File: src/rtl/hwm_pkg.sv
package hwm_pkg;
    localparam int LOW_W    = 12;
    localparam int PAGE_W   = 4;
    localparam int RAM_AW   = LOW_W + PAGE_W;
    localparam int DW       = 8;
    localparam int RA_W     = 8;
    localparam int NWIN     = 2;
    localparam int SZ_W     = 3;
    localparam int GRAN_LOG = 4;
    localparam int BASE_W   = LOW_W - GRAN_LOG;

    localparam logic [RA_W-1:0] OFS_CTRL  = 8'h5A;
    localparam logic [RA_W-1:0] OFS_BASE0 = 8'h5B;
    localparam logic [RA_W-1:0] OFS_SIZE0 = 8'h5D;
    localparam logic [RA_W-1:0] OFS_PAGE  = 8'h5F;

    localparam int CTRL_ROUTE = 4;
    localparam logic [DW-1:0] CTRL_MASK = 8'h13;
    localparam logic [DW-1:0] SIZE_MASK = 8'h37;

    typedef struct packed {
        logic              en;
        logic [BASE_W-1:0] base;
        logic [SZ_W-1:0]   code;
        logic [1:0]        wp;
    } win_cfg_t;

    typedef enum logic [0:0] {
        ST_IDLE    = 1'b0,
        ST_RD_PEND = 1'b1
    } acc_state_e;
endpackage

File: src/rtl/hwm_regs.sv
module hwm_regs
    import hwm_pkg::*;
(
    input  logic                  clk,
    input  logic                  rst_n,
    input  logic                  reg_wr,
    input  logic [RA_W-1:0]       reg_addr,
    input  logic [DW-1:0]         reg_wdata,
    output logic [DW-1:0]         reg_rdata,
    output win_cfg_t [NWIN-1:0]   cfg,
    output logic                  route,
    output logic [PAGE_W-1:0]     page
);
    logic [DW-1:0]     ctrl_q;
    logic [DW-1:0]     base_q [NWIN];
    logic [DW-1:0]     size_q [NWIN];
    logic [PAGE_W-1:0] page_q;

    always_ff @(posedge clk or negedge rst_n) begin
        if (!rst_n) begin
            ctrl_q <= '0;
            page_q <= '0;
            for (int w = 0; w < NWIN; w++) begin
                base_q[w] <= '0;
                size_q[w] <= '0;
            end
        end else if (reg_wr) begin
            if (reg_addr == OFS_CTRL) ctrl_q <= reg_wdata & CTRL_MASK;
            if (reg_addr == OFS_PAGE) page_q <= reg_wdata[PAGE_W-1:0];
            for (int w = 0; w < NWIN; w++) begin
                if (reg_addr == OFS_BASE0 + RA_W'(w)) base_q[w] <= reg_wdata;
                if (reg_addr == OFS_SIZE0 + RA_W'(w)) size_q[w] <= reg_wdata & SIZE_MASK;
            end
        end
    end

    always_comb begin
        reg_rdata = '0;
        if (reg_addr == OFS_CTRL) reg_rdata = ctrl_q;
        if (reg_addr == OFS_PAGE) reg_rdata = DW'(page_q);
        for (int w = 0; w < NWIN; w++) begin
            if (reg_addr == OFS_BASE0 + RA_W'(w)) reg_rdata = base_q[w];
            if (reg_addr == OFS_SIZE0 + RA_W'(w)) reg_rdata = size_q[w];
        end
    end

    generate
        for (genvar g = 0; g < NWIN; g++) begin : g_cfg
            assign cfg[g].en   = ctrl_q[g];
            assign cfg[g].base = base_q[g][BASE_W-1:0];
            assign cfg[g].code = size_q[g][SZ_W-1:0];
            assign cfg[g].wp   = size_q[g][5:4];
        end
    endgenerate

    assign route = ctrl_q[CTRL_ROUTE];
    assign page  = page_q;
endmodule

File: src/rtl/hwm_win_match.sv
module hwm_win_match
    import hwm_pkg::*;
(
    input  win_cfg_t          cfg,
    input  logic              route,
    input  logic [LOW_W-1:0]  addr,
    output logic              hit,
    output logic              prot
);
    logic [LOW_W:0] lo;
    logic [LOW_W:0] span;
    logic [LOW_W:0] hi;
    logic [LOW_W:0] a_ext;

    always_comb begin
        lo    = {1'b0, cfg.base, {GRAN_LOG{1'b0}}};
        span  = (LOW_W+1)'(1) << (int'(cfg.code) + GRAN_LOG);
        hi    = lo + span;
        a_ext = {1'b0, addr};
        hit   = cfg.en && route && (a_ext >= lo) && (a_ext < hi);
        prot  = &cfg.wp;
    end
endmodule

File: src/rtl/hwm_access_fsm.sv
module hwm_access_fsm
    import hwm_pkg::*;
(
    input  logic clk,
    input  logic rst_n,
    input  logic rd_hit,
    output logic rvalid
);
    acc_state_e state_q, state_d;

    always_ff @(posedge clk or negedge rst_n) begin
        if (!rst_n) state_q <= ST_IDLE;
        else        state_q <= state_d;
    end

    always_comb begin
        state_d = state_q;
        unique case (state_q)
            ST_IDLE:    state_d = rd_hit ? ST_RD_PEND : ST_IDLE;
            ST_RD_PEND: state_d = rd_hit ? ST_RD_PEND : ST_IDLE;
            default:    state_d = ST_IDLE;
        endcase
    end

    always_comb begin
        rvalid = 1'b0;
        unique case (state_q)
            ST_IDLE:    rvalid = 1'b0;
            ST_RD_PEND: rvalid = 1'b1;
            default:    rvalid = 1'b0;
        endcase
    end
endmodule

File: src/rtl/hram_window_map.sv
module hram_window_map
    import hwm_pkg::*;
(
    input  logic              clk,
    input  logic              rst_n,
    input  logic              reg_wr,
    input  logic [RA_W-1:0]   reg_addr,
    input  logic [DW-1:0]     reg_wdata,
    output logic [DW-1:0]     reg_rdata,
    input  logic [LOW_W-1:0]  h_addr,
    input  logic              h_rd,
    input  logic              h_wr,
    input  logic [DW-1:0]     h_wdata,
    output logic              h_hit,
    output logic              h_rvalid,
    output logic [DW-1:0]     h_rdata,
    output logic [RAM_AW-1:0] ram_addr,
    output logic              ram_re,
    output logic              ram_we,
    output logic [DW-1:0]     ram_wdata,
    input  logic [DW-1:0]     ram_rdata
);
    win_cfg_t [NWIN-1:0] cfg;
    logic                route;
    logic [PAGE_W-1:0]   page;
    logic [NWIN-1:0]     hit_v;
    logic [NWIN-1:0]     prot_v;
    logic                any_hit;
    logic                prot_sel;
    logic                req;
    logic                rvalid;

    hwm_regs u_regs (
        .clk(clk), .rst_n(rst_n), .reg_wr(reg_wr), .reg_addr(reg_addr),
        .reg_wdata(reg_wdata), .reg_rdata(reg_rdata), .cfg(cfg),
        .route(route), .page(page)
    );

    generate
        for (genvar g = 0; g < NWIN; g++) begin : g_win
            hwm_win_match u_match (
                .cfg(cfg[g]), .route(route), .addr(h_addr),
                .hit(hit_v[g]), .prot(prot_v[g])
            );
        end
    endgenerate

    // lowest-numbered window wins on overlap
    always_comb begin
        any_hit  = 1'b0;
        prot_sel = 1'b0;
        for (int w = NWIN-1; w >= 0; w--) begin
            if (hit_v[w]) begin
                any_hit  = 1'b1;
                prot_sel = prot_v[w];
            end
        end
    end

    assign req       = h_rd || h_wr;
    assign h_hit     = req && any_hit;
    assign ram_re    = h_rd && any_hit;
    assign ram_we    = h_wr && !h_rd && any_hit && !prot_sel;
    assign ram_addr  = {page, h_addr};
    assign ram_wdata = h_wdata;

    hwm_access_fsm u_fsm (
        .clk(clk), .rst_n(rst_n), .rd_hit(ram_re), .rvalid(rvalid)
    );

    assign h_rvalid = rvalid;
    assign h_rdata  = rvalid ? ram_rdata : '0;
endmodule

File: config.mk
export PLATFORM = sky130hd
export DESIGN_NAME = hram_window_map
export DESIGN_NICKNAME = d
export VERILOG_FILES = /design/src/rtl/hwm_pkg.sv /design/src/rtl/hwm_regs.sv /design/src/rtl/hwm_win_match.sv /design/src/rtl/hwm_access_fsm.sv /design/src/rtl/hram_window_map.sv
export SDC_FILE = /design/constraint.sdc
export NUM_CORES = 1
export LEC_CHECK = 0
export ABC_CLOCK_PERIOD_IN_PS = 5600
export BUFFER_PORTS_ARGS = -buffer_cell sky130_fd_sc_hd__buf_2
export CELL_PAD_IN_SITES_DETAIL_PLACEMENT = 1
export CELL_PAD_IN_SITES_GLOBAL_PLACEMENT = 1
export CORE_MARGIN = 2
export CORE_UTILIZATION = 40
export DETAILED_ROUTE_END_ITERATION = 7
export PLACE_DENSITY = 0.92
export SLEW_MARGIN = 40
export SYNTH_ARGS = -nofsm -noshare
export SYNTH_HDL_FRONTEND = slang
export SYNTH_SLANG_ARGS = --single-unit
File: constraint.sdc
create_clock -name clk -period 5.6 [get_ports clk]
set_clock_uncertainty 0.05 [all_clocks]
set_input_delay 1.4 -clock clk [delete_from_list [all_inputs] [get_ports clk]]
set_output_delay 1.4 -clock clk [all_outputs]
set_load 0.01 [all_outputs]
Yosys cells after proc, flatten, opt, wreduce, memory -nomap -nowiden. Cells that the tools add are included.

Add/sub/neg operators: 4. Multiply operators: 0. Div/mod/pow operators: 0. $lt $le $gt $ge: 4. Equality and inequality tests: 6. Shift operators: 2. Muxes and demuxes: 13. Bitwise operators: 1. Reductions and logical operators: 22.

Operators by type and width (number): << shifter 1 x 32 -> 13 bit (first input constant) (2); == test 8 x 7 -> 1 bit (second input constant) (6); 2-to-1 mux 8 bit (5); adder 12 x 13 -> 13 bit (2); < comparator 12 x 13 -> 1 bit (2); >= comparator 12 bit (2); AND reduction 2 bit (8); logical AND 1 bit (11); 2-to-1 mux 5 bit (2); adder 3 x 3 -> 4 bit (second input constant) (2); 2-to-1 mux 1 bit (5); zero test 1 bit (2); case mux 1 bit (2 select lines) (1); logical OR 1 bit (1); NOT 1 bit (1).

Register bits after elaboration: 34. Latch bits: 0. Memory bits (writable): 0. Bits in read-only memories: 0. Input bits: 49. Output and inout bits: 44. Logic and storage cells: 59. Memories kept: 0.

Logic depth before layout (Yosys ltp). Gate-level depths: netlist of run 1.

Depth in word-level cells: 9. Gate-level depth with buffers: 17. Gate-level depth less buffers: 16.

Hierarchy. A second synthesis of run 1 with hierarchy kept.

Cell total of the unflattened synthesis: 357. Area total of the unflattened synthesis: 3550.9 µm².

By module, submodules not included: hwm_regs (instances 1, cells each 124, area an instance 1719.1 µm², seq. area each 825.8 µm²); hwm_win_match (instances 2, cells each 99, area an instance 780.7 µm², seq. area each 0.0 µm²); hram_window_map (instances 1, cells each 34, area an instance 245.2 µm², seq. area each 0.0 µm²); hwm_access_fsm (instances 1, cells each 1, area an instance 25.0 µm², seq. area each 25.0 µm²).

Least setup slack after synthesis of run 1. No wires, ideal clock.

Path type: register -> output. Start: register u_regs.size_q (netlist bit u_regs.cfg[16]). End: output ram_re. Arrival: 3.364 ns. Required time: 4.150 ns. Slack: 0.786 ns. Stages on the path, launching flop included: 18. Buffers on the path: 1. Cell sequence: dfrtp_1 -> clkbuf_1 -> or3b_2 -> inv_1 -> ha_1 -> a21o_1 -> a21oi_2 -> nor2b_1 -> o21a_1 -> o41ai_2 -> xor2_1 -> ha_1 -> nor4_1 -> o21ai_1 -> o21ai_1 -> o221a_2 -> o31ai_2 -> a21boi_1.

Longest elaborated chain between the ends: 8.

Ends and longest elaborated chain: from (decl) (line hwm_regs.sv:16) `logic [DW-1:0] size_q [NWIN];`; from (signal, indexed assignment) (line hwm_regs.sv:32) `if (reg_addr == OFS_SIZE0 + RA_W'(w)) size_q[w] <= reg_wdata & SIZE_MASK;`; adder 3 x 3 -> 4 bit (line hwm_win_match.sv:17) `span = (LOW_W+1)'(1) << (int'(cfg.code) + GRAN_LOG);`; << shifter 1 x 32 -> 13 bit (line hwm_win_match.sv:17); adder 12 x 13 -> 13 bit (line hwm_win_match.sv:18) `hi = lo + span;`; < comparator 12 x 13 -> 1 bit (line hwm_win_match.sv:20) `hit = cfg.en && route && (a_ext >= lo) && (a_ext < hi);`; logical AND 1 bit (line hwm_win_match.sv:20); 2-to-1 mux 1 bit (2 in series) (line hram_window_map.sv:53) `if (hit_v[w]) begin`; logical AND 1 bit (line hram_window_map.sv:62) `assign ram_re = h_rd && any_hit;`; to (decl) (line hram_window_map.sv:18) `output logic ram_re,`.

Every way passes these cells.

Worst setup path after layout of run 1.
Start: register u_regs.size_q (netlist bit u_regs.cfg[18]). End: output ram_we.

Longest elaborated chain between the ends: 9. Elaborated cells between the ends (all ways): 12. Classes of those cells: add/sub (2); order compare (1); shift (1); mux (4); reduce/logical (4).

Ends and longest elaborated chain: adder 3 x 3 -> 4 bit (*) (line hwm_win_match.sv:17); << shifter 1 x 32 -> 13 bit (*) (line hwm_win_match.sv:17); adder 12 x 13 -> 13 bit (*) (line hwm_win_match.sv:18); < comparator 12 x 13 -> 1 bit (*) (line hwm_win_match.sv:20); logical AND 1 bit (*) (line hwm_win_match.sv:20); 2-to-1 mux 1 bit (2 in series) (line hram_window_map.sv:53); logical AND 1 bit / zero test 1 bit (equally long branches) (line hram_window_map.sv:63) `assign ram_we = h_wr && !h_rd && any_hit && !prot_sel;`; logical AND 1 bit (*) (line hram_window_map.sv:63); to (decl) (line hram_window_map.sv:19) `output logic ram_we,`.

Mark *: on every way between the ends. The rest lies on a longest branch, timed or not.

==> results.tsv, run 1 <==
metric	value	unit
ys.flop_type	dfrtp_1	
placed_cells	530	
seqCellArea	858	sq um
synthCells	376	
rows	34	
final_cells	546	
clockRootBuffer	clkbuf_8	
antenna_found_initial	0	
cp_slowest_stage_delay	0.51	ns
synth-simple-area-share	0.176	
post_dp_cell_area	3810	sq um
synth-edff-count	0	
cts_hold_buf	0	
die_area	9490	sq um
vias	3157	
synth_cell_types	68	
numPortBuffers	76	
fmax	184	MHz
power_leakage	2.02	nW
fin_ws	0.168	ns
nets	539	
worst-path-max-fanout	6	
drt_iter0_drc	152	
clk-insertion-delay-late	0.30	ns
ant_nets	0	
cp_data_required_time	4.15	ns
pre_cts_ws	0.307	ns
overflow	0	
cts_buffers	5	
drc	0	
routed_wl	11.6	mm
p_sw	212	uW
path_clk_slew	0.07	ns
fill_cells	1037	
syn-mean-instance-area	9.28	sq um
drv_slew	0	
maxCapViolations	0	
coreArea	8590	sq um
die-height	97.4	um
p_total	684	uW
period_share	0.970	
dr.pass1.iters	5	
comb_power_share	0.246	
crit_type	reg -> out	
p_int	472	uW
track_usage	0.232	
tritoncts	done	
syn_to_final_growth	14.8	%
pwr_density_cell	171	nW/um^2
synthAdderAreaFrac	0.191	
routabilityCongestion	0.881	
ys_warn_count	0	
grt_max_degree	35	
finalSetupViolCount	0	
multiInputGateArea	2350	sq um
hp-class	reg -> reg	
grt_pass1_vias	3366	
clock_power_share	0.354	
synth_compound_area_frac	0.158	
ios	93	
synth_top_family_by_area	adder cells	
most-common-layout-cells	buf_2 (75), ha_1 (49), dfrtp_1 (28)	
drt-vias-per-instance	5.78	
synthXorXnorAreaFrac	0.0226	
cts_htree_levels	2	
cp_data_arrival_time	3.98	ns
hold_viol_final	0	
worstPathCellList	or3b_2 -> inv_1 -> ha_1 -> a21o_1 -> a21oi_2 -> nor2b_1 -> o21a_1 -> o41ai_2 -> xor2_1 -> ha_2 -> nor2_1 -> a211oi_1 -> o21ai_1 -> o221a_2 -> o31ai_2 -> o22ai_1 -> buf_2	
end_kind	primary output	
clock_path_buffers	2	
grt_pass1_wl	17.5	mm
n_antenna_cell	0	
swShare	0.310	
ir_drop	0.000161	V
initial_core_util	0.406	
cpMaxStageDelayCell	or3b_2	
dp_hpwl	8.42	mm
holdWs	0.493	ns
clock_sinks	34	
final_common_cell	buf_2	
fin_tns_setup	0	ns
status	finished clean	
ys_seq_area_frac	0.244	
synth-seq-cells	34	
path_buf_inv	2	
synth.mux.area_fraction	0.121	
sequentialPowerShare	0.399	
critical-path-top-delay-family	compound AO/OA/AOI/OAI gates	
wire_per_inst	21.2	um
fin_crit	5.43	ns
drive_gt1_frac	0.315	
die_w	97.4	um
post-route-util	0.466	
postLayoutCellArea	4010	sq um
async_flop_share	1.00	
synthesis.area	3490	sq um
start_kind	register	
-- cell families after synthesis --
family	Yosys count
adders and majority gates	52
DFF	34
buffers and inverters	58
and+or+nand+nor	105
AOI/OAI and AO/OA	82
other	1
muxes	35
xor gates and xnor gates	9
-- what timing repair did --
item / in CTS / in global routing
setup endpoints to repair: 1 / 3
gates resized for setup: 2 / 9
buffers inserted: 0 / 9
endpoints found under the hold margin: 0 / 0
pin swaps: 1 / 1
-- final timing paths --
| path | from | to | slack, ns | cells past startpoint |
|---|---|---|---|---|
| worst max-delay path | u_regs.cfg[18] | ram_we | 0.17 | 17 |
| worst min-delay path | u_regs.page[1] | u_regs.page[1] | 0.49 | 1 |
| min in group asynchronous | rst_n | u_fsm.state_q | 0.99 | 1 |
| worst max register to register | u_regs.cfg[18] | u_fsm.state_q | 1.90 | 16 |
| max in group asynchronous | rst_n | u_regs.cfg[2] | 4.14 | 1 |
| worst min register to register | u_regs.page[1] | u_regs.page[1] | 0.49 | 1 |
-- power groups by stage --
stage	logic [mW]	clock network (mW)	registers [mW]
2_1_floorplan	0.107	0	0.269
6_report	0.168	0.242	0.273
3_5_place_dp	0.156	0	0.278
5_1_grt	0.188	0.253	0.274
3_3_place_gp	0.144	0	0.277
4_1_cts	0.159	0.241	0.274
-- layer usage --
| layer | global-route usage | vias to the layer above | share of wire |
|---|---|---|---|
| li1 | - | 1449 | - |
| met1 | 0.269 | 1572 | 0.39 |
| met2 | 0.419 | 106 | 0.53 |
| met3 | 0.0381 | 30 | 0.050 |
| met4 | 0.0983 | 0 | 0.033 |
| met5 | 0 | - | 0 |
-- worst register-to-register path, cell delays in order, from the launching register on --
cell and delay [ns]:
dfrtp_2 0.45, or3b_2 0.52, inv_1 0.08, ha_1 0.22
a21o_1 0.20, a21oi_2 0.17, nor2b_1 0.07, o21a_1 0.19
o41ai_2 0.23, xor2_1 0.12, ha_2 0.33, nor2_1 0.05
a211oi_1 0.23, o21ai_1 0.15, o221a_2 0.30, o31ai_2 0.09
a21boi_1 0.13
-- registers in the layout, summed over array words and instances (netlist names) --
| register | flops |
|---|---|
| u_fsm.state_q | 1 |
| u_regs.ctrl_q | 3 |
| u_regs.cfg | 26 |
| u_regs.page | 4 |
-- Yosys cell counts, types with 3 or more instances --
master    count  area share
ha_1         50        0.18
a21oi_1      21       0.030
xor2_1        7       0.018
nor3b_1       4      0.0086
o211ai_1      4      0.0086
mux2_1       17       0.055
and3b_1       4       0.010
nand3_1       5      0.0072
clkbuf_1      6      0.0065
nor2b_1      10       0.018
and2_1       10       0.018
and3_1        3      0.0054
nor2_1       23       0.025
inv_1        26       0.028
mux2_2        8       0.026
o21ai_1       5      0.0072
buf_4        20       0.043
mux2_4        8       0.034
a211oi_1      6       0.013
dfrtp_1      34        0.24
o21ai_0      17       0.024
nand2_1      21       0.023
nor3_1        3      0.0043
a21o_1        3      0.0065
o21a_1        4      0.0086
-- area by class of cell --
class	instances	area share
multi-input cells	285	0.586
flip-flops and latches	34	0.214
repair buffers	85	0.112
well taps	108	0.0337
inverters	27	0.0253
clock buffers	6	0.0206
clock inverters	1	0.00749
Note: power is estimated with default switching activity, not from simulation.
==> run 2: changes to the inputs <==
Settings changed: ABC_CLOCK_PERIOD_IN_PS 5600 to not set, CORE_UTILIZATION 40 to 44, PLACE_DENSITY 0.92 to 0.95.
Clock period 5.6 ns to 6.35 ns, I/O delays scaled along.
==> results.tsv, run 2 (synthesized netlist as in run 1, its figures left out) <==
metric	value	unit	change
fmax	168	MHz	
drc	0		unchanged
drv_slew	0		unchanged
n_antenna_cell	0		unchanged
path_clk_slew	0.07	ns	about the same
pwr_density_cell	150	nW/um^2	was 171 nW/um^2
overflow	0		unchanged
grt_pass1_wl	17.8	mm	was 17.5 mm
maxCapViolations	0		unchanged
dr.pass1.iters	4		was 5
seqCellArea	851	sq um	was 858 sq um
drive_gt1_frac	0.279		was 0.315
dp_hpwl	9.03	mm	was 8.42 mm
fin_tns_setup	0	ns	unchanged
hold_viol_final	0		unchanged
coreArea	7690	sq um	was 8590 sq um
period_share	0.940		
antenna_found_initial	0		unchanged
wire_per_inst	21.0	um	was 21.2 um
tritoncts	done		unchanged
fin_crit	5.97	ns	
ant_nets	0		unchanged
post_cts_buffers	0		unchanged
fill_cells	909		was 1037
routabilityCongestion	0.893		was 0.881
clockRootBuffer	clkbuf_8		unchanged
largest_reg_flops	26		unchanged
min_path_cells	1		unchanged
clock_sinks	34		unchanged
finalSetupViolCount	0		unchanged
drt-vias-per-instance	5.84		was 5.78
cp_data_arrival_time	4.33	ns	was 3.98 ns
reg2regPathDepth	15		was 16
grt_pass1_vias	3478		was 3366
slew_headroom	0.664		
cts_htree_levels	2		unchanged
worst-path-max-fanout	10		was 6
grt_max_degree	35		unchanged
routed_wl	11.2	mm	was 11.6 mm
power_leakage	1.98	nW	was 2.02 nW
postLayoutCellArea	3910	sq um	was 4010 sq um
status	finished clean		unchanged
nets	530		was 539
most-common-layout-cells	buf_2 (75), ha_1 (50), dfrtp_1 (34)		was buf_2 (75), ha_1 (49), dfrtp_1 (28)
numPortBuffers	76		unchanged
multiInputGateArea	2340	sq um	was 2350 sq um
initial_core_util	0.454		was 0.406
post_dp_cell_area	3800	sq um	was 3810 sq um
rsz0062_at_grt	false		
end_kind	primary output		unchanged
rows	32		was 34
worst_slew_pin_slew	0.498	ns	
cts_buffers	5		unchanged
die-height	93.1	um	was 97.4 um
track_usage	0.268		was 0.232
ios	93		unchanged
p_total	586	uW	was 684 uW
crit_type	reg -> out		unchanged
rrSetupSlack	2.56	ns	was 1.90 ns
ctsResizeCount	0		was 2
syn_to_final_growth	12.0	%	was 14.8%
start_kind	register		unchanged
die_w	93.1	um	was 97.4 um
hp-class	reg -> reg		unchanged
clk-insertion-delay-late	0.30	ns	about the same
drt_iter0_drc	138		was 152
cts_hold_buf	0		unchanged
vias	3109		was 3157
final_common_cell	buf_2		unchanged
clock_path_buffers	2		unchanged
cp_data_required_time	4.71	ns	was 4.15 ns
ir_drop	0.000187	V	was 0.000161 V
die_area	8660	sq um	was 9490 sq um
[run 2: cell types whose count changed in the layout (fill, tap and decap cells not counted), moves of 2 or more]
cell / change
o21ai_0: +2
o21ai_1: -2
dfrtp_2: -6
buf_4: -9
dfrtp_1: +6
[run 2: path summary, 6_finish.rpt]
check | end | startpoint
max | ram_we | u_regs.cfg[4]
min | u_regs.page[1] | u_regs.page[1]
max reg2reg | u_fsm.state_q | u_regs.cfg[4]
min reg2reg | u_regs.page[1] | u_regs.page[1]
max in group asynchronous | u_regs.cfg[5] | rst_n
min in group asynchronous | u_regs.cfg[15] | rst_n
[run 2: area by class of cell]
type | count | area share
clock buffer | 6 | 0.0186
clock inverter | 2 | 0.00960
inverter | 27 | 0.0259
multi-input combinational | 285 | 0.598
sequential | 34 | 0.218
tap | 102 | 0.0326
timing repair buffer | 76 | 0.0979
[run 2: power by group]
| group | switching (mW) | internal (mW) |
|---|---|---|
| clock network | 0.0853 | 0.117 |
| registers | 0.0160 | 0.226 |
| logic | 0.0809 | 0.0601 |
| total | 0.182 | 0.404 |
[run 2: stage by stage]
stage	setup WS [ns]	utilization	hold WS, ns	instances
2_1_floorplan	1.35	-	0.432	377
3_3_place_gp	1.15	0.494	0.449	524
3_5_place_dp	0.751	0.494	0.453	524
4_1_cts	0.403	0.508	0.470	532
5_1_grt	0.0868	0.509	0.504	532
6_report	0.381	0.509	0.464	532
[run 2: layer usage]
layer,global-route usage,vias up,part of all wire
met2,0.498,99,0.53
met3,0.0483,44,0.045
li1,-,1432,-
met4,0.136,0,0.043
met5,0,-,0
met1,0.288,1534,0.38
[run 2: worst max-delay path, cell delays in order, from the launching register on]
cell and delay (ns):
dfrtp_1 0.49, or3b_2 0.55, inv_1 0.09, ha_1 0.22, a21o_1 0.18, a21oi_1 0.26, nor2b_1 0.08, o21ai_0 0.19
nor2b_1 0.19, xor2_1 0.09, ha_1 0.30, nand4_1 0.13, a211oi_1 0.25, o21ai_0 0.14, o211ai_2 0.32, nand4b_1 0.16
o22ai_1 0.22, buf_2 0.17
